## config.mk

```make
export PLATFORM = sky130hd
export DESIGN_NAME = io_usec_timer
export DESIGN_NICKNAME = d
export VERILOG_FILES = /design/src/rtl/io_tmr_pkg.sv /design/src/rtl/io_tmr_cfg.sv /design/src/rtl/io_tmr_decode.sv /design/src/rtl/io_tmr_core.sv /design/src/rtl/io_usec_timer.sv
export SDC_FILE = /design/constraint.sdc
export NUM_CORES = 1
export LEC_CHECK = 0
export BUFFER_PORTS_ARGS = -buffer_cell sky130_fd_sc_hd__buf_2
export CAP_MARGIN = 20
export CORE_MARGIN = 8
export CORE_UTILIZATION = 50
export CTS_CLUSTER_DIAMETER = 100
export CTS_CLUSTER_SIZE = 25
export DETAILED_ROUTE_END_ITERATION = 6
export HOLD_SLACK_MARGIN = 0.12
export PLACE_DENSITY = 0.82
export SLEW_MARGIN = 20
export SYNTH_ARGS = -nofsm -noshare
export SYNTH_HDL_FRONTEND = slang
export SYNTH_HIERARCHICAL = 1
export SYNTH_SLANG_ARGS = --single-unit
```

## constraint.sdc

```tcl
create_clock -name clk -period 2.2 [get_ports clk]
set_input_delay 0.11 -clock clk [delete_from_list [all_inputs] [get_ports clk]]
set_output_delay 0.11 -clock clk [all_outputs]
set_load 0.005 [all_outputs]
```

## src/rtl/io_tmr_pkg.sv

```systemverilog
package io_tmr_pkg;
    localparam int unsigned ADDR_W = 16;
    localparam int unsigned CNT_W  = 16;
    localparam int unsigned WIN_LSB = 2;

    typedef struct packed {
        logic [7:0] lo;
        logic [7:0] hi;
    } base_regs_t;

    typedef struct packed {
        logic [CNT_W-1:0] reload;
        logic [CNT_W-1:0] cnt;
    } tmr_state_t;
endpackage

```

## src/rtl/io_tmr_cfg.sv

```systemverilog
module io_tmr_cfg
    import io_tmr_pkg::*;
#(
    parameter logic [7:0] RST_LO = 8'h78,
    parameter logic [7:0] RST_HI = 8'h00
) (
    input  logic       clk,
    input  logic       rst_n,
    input  logic       cfg_we,
    input  logic       cfg_sel,
    input  logic [7:0] cfg_wdata,
    output logic [7:0] base_lo,
    output logic [7:0] base_hi
);
    base_regs_t regs_d, regs_q;

    always_comb begin
        regs_d = regs_q;
        if (cfg_we) begin
            if (cfg_sel) regs_d.hi = cfg_wdata;
            else         regs_d.lo = cfg_wdata & 8'hFD;
        end
    end

    always_ff @(posedge clk or negedge rst_n) begin
        if (!rst_n) begin
            regs_q.lo <= RST_LO & 8'hFD;
            regs_q.hi <= RST_HI;
        end else begin
            regs_q <= regs_d;
        end
    end

    assign base_lo = regs_q.lo;
    assign base_hi = regs_q.hi;
endmodule

```

## src/rtl/io_tmr_decode.sv

```systemverilog
module io_tmr_decode
    import io_tmr_pkg::*;
(
    input  logic [7:0]        base_lo,
    input  logic [7:0]        base_hi,
    input  logic [ADDR_W-1:0] io_addr,
    output logic              port_ok,
    output logic              hi_half
);
    logic              win_hit;
    logic              unused_bit1;
    logic [ADDR_W-1:0] win_base;

    assign unused_bit1 = base_lo[1];
    assign win_base    = {base_hi, base_lo[7:WIN_LSB], {WIN_LSB{1'b0}}};

    always_comb begin
        win_hit = base_lo[0] && (io_addr[ADDR_W-1:WIN_LSB] == win_base[ADDR_W-1:WIN_LSB]);
        port_ok = win_hit && !io_addr[1];
        hi_half = io_addr[0];
    end
endmodule

```

## src/rtl/io_tmr_core.sv

```systemverilog
module io_tmr_core
    import io_tmr_pkg::*;
(
    input  logic             clk,
    input  logic             rst_n,
    input  logic             wr_en,
    input  logic             wr_word,
    input  logic             wr_hi,
    input  logic [CNT_W-1:0] wdata,
    input  logic             tick,
    output logic [CNT_W-1:0] cnt,
    output logic [CNT_W-1:0] reload
);
    tmr_state_t st_d, st_q;
    logic [CNT_W-1:0] merged;

    always_comb begin
        st_d   = st_q;
        merged = st_q.reload;
        if (wr_word)    merged = wdata;
        else if (wr_hi) merged[15:8] = wdata[7:0];
        else            merged[7:0]  = wdata[7:0];

        if (wr_en) begin
            st_d.reload = merged;
            st_d.cnt    = merged;
        end else if (tick && (st_q.cnt != '0)) begin
            st_d.cnt = st_q.cnt - 1'b1;
        end
    end

    always_ff @(posedge clk or negedge rst_n) begin
        if (!rst_n) st_q <= '0;
        else        st_q <= st_d;
    end

    assign cnt    = st_q.cnt;
    assign reload = st_q.reload;
endmodule

```

## src/rtl/io_usec_timer.sv

```systemverilog
module io_usec_timer
    import io_tmr_pkg::*;
#(
    parameter logic [7:0] RST_LO = 8'h78,
    parameter logic [7:0] RST_HI = 8'h00
) (
    input  logic        clk,
    input  logic        rst_n,
    input  logic        cfg_we,
    input  logic        cfg_sel,
    input  logic [7:0]  cfg_wdata,
    input  logic [15:0] io_addr,
    input  logic        io_rd,
    input  logic        io_wr,
    input  logic        io_word,
    input  logic [15:0] io_wdata,
    input  logic        usec_tick,
    output logic [15:0] io_rdata
);
    logic [7:0]       base_lo_q;
    logic [7:0]       base_hi_q;
    logic             port_ok;
    logic             hi_half;
    logic             wr_acc;
    logic [CNT_W-1:0] cnt_q;
    logic [CNT_W-1:0] reload_q;

    io_tmr_cfg #(.RST_LO(RST_LO), .RST_HI(RST_HI)) u_cfg (
        .clk       (clk),
        .rst_n     (rst_n),
        .cfg_we    (cfg_we),
        .cfg_sel   (cfg_sel),
        .cfg_wdata (cfg_wdata),
        .base_lo   (base_lo_q),
        .base_hi   (base_hi_q)
    );

    io_tmr_decode u_dec (
        .base_lo (base_lo_q),
        .base_hi (base_hi_q),
        .io_addr (io_addr),
        .port_ok (port_ok),
        .hi_half (hi_half)
    );

    assign wr_acc = io_wr && port_ok;

    io_tmr_core u_core (
        .clk     (clk),
        .rst_n   (rst_n),
        .wr_en   (wr_acc),
        .wr_word (io_word),
        .wr_hi   (hi_half),
        .wdata   (io_wdata),
        .tick    (usec_tick),
        .cnt     (cnt_q),
        .reload  (reload_q)
    );

    always_comb begin
        io_rdata = 16'hFFFF;
        if (io_rd && port_ok) begin
            if (io_word)      io_rdata = cnt_q;
            else if (hi_half) io_rdata = {8'hFF, cnt_q[15:8]};
            else              io_rdata = {8'hFF, cnt_q[7:0]};
        end
    end
endmodule

```

Word level (Yosys, flattened, before mapping)
Index checks and enable logic that the tools add are counted.
- flip-flop bits (word level): 47
- output and inout port bits: 16
- bits of input ports: 48
- logic and storage cells: 25
- reduce and logical (&&, ||, !) cells: 10
- multiplexer cells: 8
- add/sub/neg operators: 1
- equal/unequal tests: 1
- bitwise gates (word level): 1
- operator list (kind ; number):
    16-bit 2-to-1 mux ; 5
    8-bit 2-to-1 mux ; 3
    16-bit nonzero test ; 1
    16-bit by 1-bit subtractor with 16-bit output (second input constant) ; 1
    14-bit == test ; 1
    1-bit logical AND ; 5
    2-bit AND reduction ; 2
    2-bit nonzero test ; 1
    1-bit logical NOT ; 1
    1-bit inverter ; 1

Longest topological paths before layout
- word-level depth: 5
- depth in mapped cells: 9
- gate-level depth less buffers: 8

Cells and area by module
Netlist, hierarchy kept.
- by module, submodules not included (module ; cells each ; seq. area each (µm²) ; area an instance (µm²) ; instances):
    io_tmr_core ; 201 ; 800.8 ; 1940.6 ; 1
    io_tmr_cfg ; 35 ; 380.4 ; 618.1 ; 1
    io_usec_timer ; 39 ; 0.0 ; 255.2 ; 1
    io_tmr_decode ; 21 ; 0.0 ; 172.7 ; 1

Worst setup path before layout
No wires, ideal clock.
- path kind: register -> register
- start: reg u_cfg.regs_q[11], in the netlist u_cfg/base_lo[3]
- end: reg u_core.st_q, in the netlist u_core/reload[0]
- period minus slack after synthesis: 2.226 ns
- buffers on the path: 1
- setup slack: -0.026 ns
- library setup time: 0.128 ns
- data required time: 2.072 ns
- stages on the path, launching flop included: 8
- arrival: 2.099 ns
- path through: dfstp_2 > xnor2_1 > nand4_1 > nor4_2 > and2_1 > buf_1 > nand2_1 > mux2_1
- longest elaborated chain between the ends: 4
- RTL lines (what ; line ; source):
    start, declared ; io_tmr_cfg.sv:15 ; base_regs_t regs_d, regs_q;
    start signal, assigned ; io_tmr_cfg.sv:30 ; regs_q <= regs_d;
    14-bit == test ; io_tmr_decode.sv:18 ; win_hit = base_lo[0] && (io_addr[ADDR_W-1:WIN_LSB] == win_base[ADDR_W-1:WIN_LSB]);
    1-bit logical AND ; io_tmr_decode.sv:18 ;
    1-bit logical AND ; io_tmr_decode.sv:19 ; port_ok = win_hit && !io_addr[1];
    net port_ok ; io_usec_timer.sv:22 ; logic port_ok;
    1-bit logical AND ; io_usec_timer.sv:46 ; assign wr_acc = io_wr && port_ok;
    net wr_acc ; io_usec_timer.sv:24 ; logic wr_acc;
    end signal, assigned ; io_tmr_core.sv:34 ; else st_q <= st_d;
    end, declared ; io_tmr_core.sv:14 ; tmr_state_t st_d, st_q;
The timed path passes the listed nets, and every way through them passes these cells.
A chain may end at the register's enable or synchronous reset.

Final worst setup path
- start: reg u_cfg.regs_q[13], in the netlist u_cfg/base_lo[5]
- end: out io_rdata[6]
- longest elaborated chain between the ends: 5
- RTL lines (what ; line ; source):
    14-bit == test ; io_tmr_decode.sv:18 ;
    1-bit logical AND ; io_tmr_decode.sv:18 ;
    1-bit logical AND ; io_tmr_decode.sv:19 ;
    net port_ok ; io_usec_timer.sv:22 ;
    1-bit logical AND ; io_usec_timer.sv:62 ; if (io_rd && port_ok) begin
    16-bit 2-to-1 mux ; io_usec_timer.sv:62 ;
    end, declared ; io_usec_timer.sv:18 ; output logic [15:0] io_rdata
The timed path passes the listed nets, and every way through them passes these cells.

==> summary.txt <==
power per standard cell area -> 732.7 nW/um^2
clock latency on the worst-skew pair -> 300 ps
Reg clk slew, reported paths -> 90 ps
FILL cells -> 471
IO Port Bufs -> 63
WL/cell -> 16.87 microns
GRT Residual Overflow -> 0
VDD IR-drop max -> 393.3 uV
share of layout cells above drive strength 1 -> 35.57%
critical path data arrival time -> 2080 ps
post-route ant nets -> 0
CTS tree -> done
CP required -> 2090 ps
drt drc -> 0
P_leak -> 1.673 nW
row cnt -> 28
vias per inst -> 5.639
largest net degree at the start of global routing -> 28
postcts setup bufs -> 0
commonest non-fill, non-tap cell in the layout -> buf_2
IO Pins -> 64
Max Cap Violations -> 0
Syn Nets -> 343
H-tree lvl count -> 2
Syn-to-layout area delta -> 26.24%
Final Util -> 64.20%
core box area -> 5851 sq um
commonest non-fill, non-tap cells in the layout -> buf_2, dfrtp_1, buf_4, nand2_1, mux2i_1
Mean Syn Cell Area -> 10.12 sq um
DR vias -> 2,611
ANT cells -> 0
DP Wirelength -> 5911 microns
Final period util -> 99.39%
f_max -> 457.4 MHz
chip height -> 93.14 microns
Min Hold Slack -> 127.1 ps
setup repair after global routing missed its margin -> yes
Final min period -> 2186 ps
vias in the first global route -> 2,753
Worst setup SP type -> flip-flop
worst-margin pin slew -> 589.7 ps
Worst Setup End Kind -> output pin
Syn Inst Count -> 294
Max FO, Critical Path -> 8
WL final -> 7809 microns
Chip Width -> 93.14 microns
initial DRC count -> 206
min-delay worst type -> primary input to flip-flop
setup TNS -> 0 ps
synth warn -> 6
Root Driver -> clkbuf_8
drt first pass iters -> 5
clk buf depth -> 2
Slew headroom -> 60.61%
CTS Sinks -> 47
Setup Skew -> 5.735 ps
Initial Utilization -> 50.86%
die area -> 8675 sq um
GPL Wtd Cong -> 0.9246
first-pass GRT wire length -> 12,920 microns
Final Hold Fails -> 0
cts bufs inserted -> 5
total power -> 2.752 mW
Setup Crit Path Kind -> flip-flop to output pin
Net count, final -> 436
Slew Limit Fails -> 0
GR Util All Layers -> 18.30%
outcome -> finished, final reports clean
initial antenna violation count -> 0
setup violators final -> 0
Post-Syn Area -> 2975 sq um
-- metal layers --
layer  GRT usage [%]  part of all wire (%)  vias to the layer above
met5               0                     0                        -
met1           23.03                    42                     1238
met2           30.06                    48                      104
li1                -                     -                     1255
met3           3.926                   7.3                       14
met4           6.846                   1.8                        0
-- per-stage QoR --
step / instances / worst slack, ps / area [sq um]
finish: 463 / 13.51 / 3756
global route: 463 / -99.82 / 3756
global placement: 441 / 122.2 / 3487
floorplan: 294 / 113.5 / 2977
CTS: 463 / 8.583 / 3729
detailed placement: 441 / 53.06 / 3487
-- registers in the layout (all words and copies together) (netlist names) --
register,flops
u_cfg/base_hi,8
u_core/reload,16
u_core/cnt,16
u_cfg/base_lo,7
-- critical path: stages (launching register included) --
cell and delay, ps:
dfstp_2 560, xnor2_2 110, nand4_1 130, nor4_2 340, buf_4 190, and2_4 190, o211ai_1 110, buf_2 160
-- report_power, final --
| part | total (mW) | internal [mW] | switching, mW |
|---|---|---|---|
| Sequential | 1.20 | 1.02 | 0.179 |
| Combinational | 0.985 | 0.510 | 0.475 |
| Clock | 0.571 | 0.287 | 0.284 |
| Total | 2.75 | 1.81 | 0.938 |
-- cell type report --
type	instances	area, sq um	share of cell area, %
Multi-Input combinational cell	216	1678	44.67
Sequential cell	47	1181	31.45
Tap cell	75	93.84	2.498
Inverter	14	52.55	1.399
Clock buffer	8	100.1	2.665
Timing Repair Buffer	103	650.6	17.32
-- final timing paths --
| check | startpoint | endpoint | slack (ps) | cells after the start |
|---|---|---|---|---|
| hold / removal | io_wdata[12] | u_core/cnt[12]$_DFFE_PN0P_ | 130 | 3 |
| setup / recovery | u_cfg/base_lo[5]$_DFFE_PN1P_ | io_rdata[6] | 10 | 7 |
| min in group asynchronous | rst_n | u_cfg/base_hi[6]$_DFFE_PN0P_ | 250 | 2 |
| hold reg to reg | u_core/reload[10]$_DFFE_PN0P_ | u_core/reload[10]$_DFFE_PN0P_ | 490 | 1 |
| max in group asynchronous | rst_n | u_core/cnt[0]$_DFFE_PN0P_ | 1350 | 3 |
| setup reg to reg | u_cfg/base_lo[5]$_DFFE_PN1P_ | u_core/cnt[10]$_DFFE_PN0P_ | 60 | 9 |
-- timing repair --
action	in CTS	in global routing
endpoints found under the setup margin	8	33
hold buffers	14	0
endpoints found under the hold margin	48	0
pin swaps	0	8
resized for setup	1	7
Power figures use the tool's default switching activity.
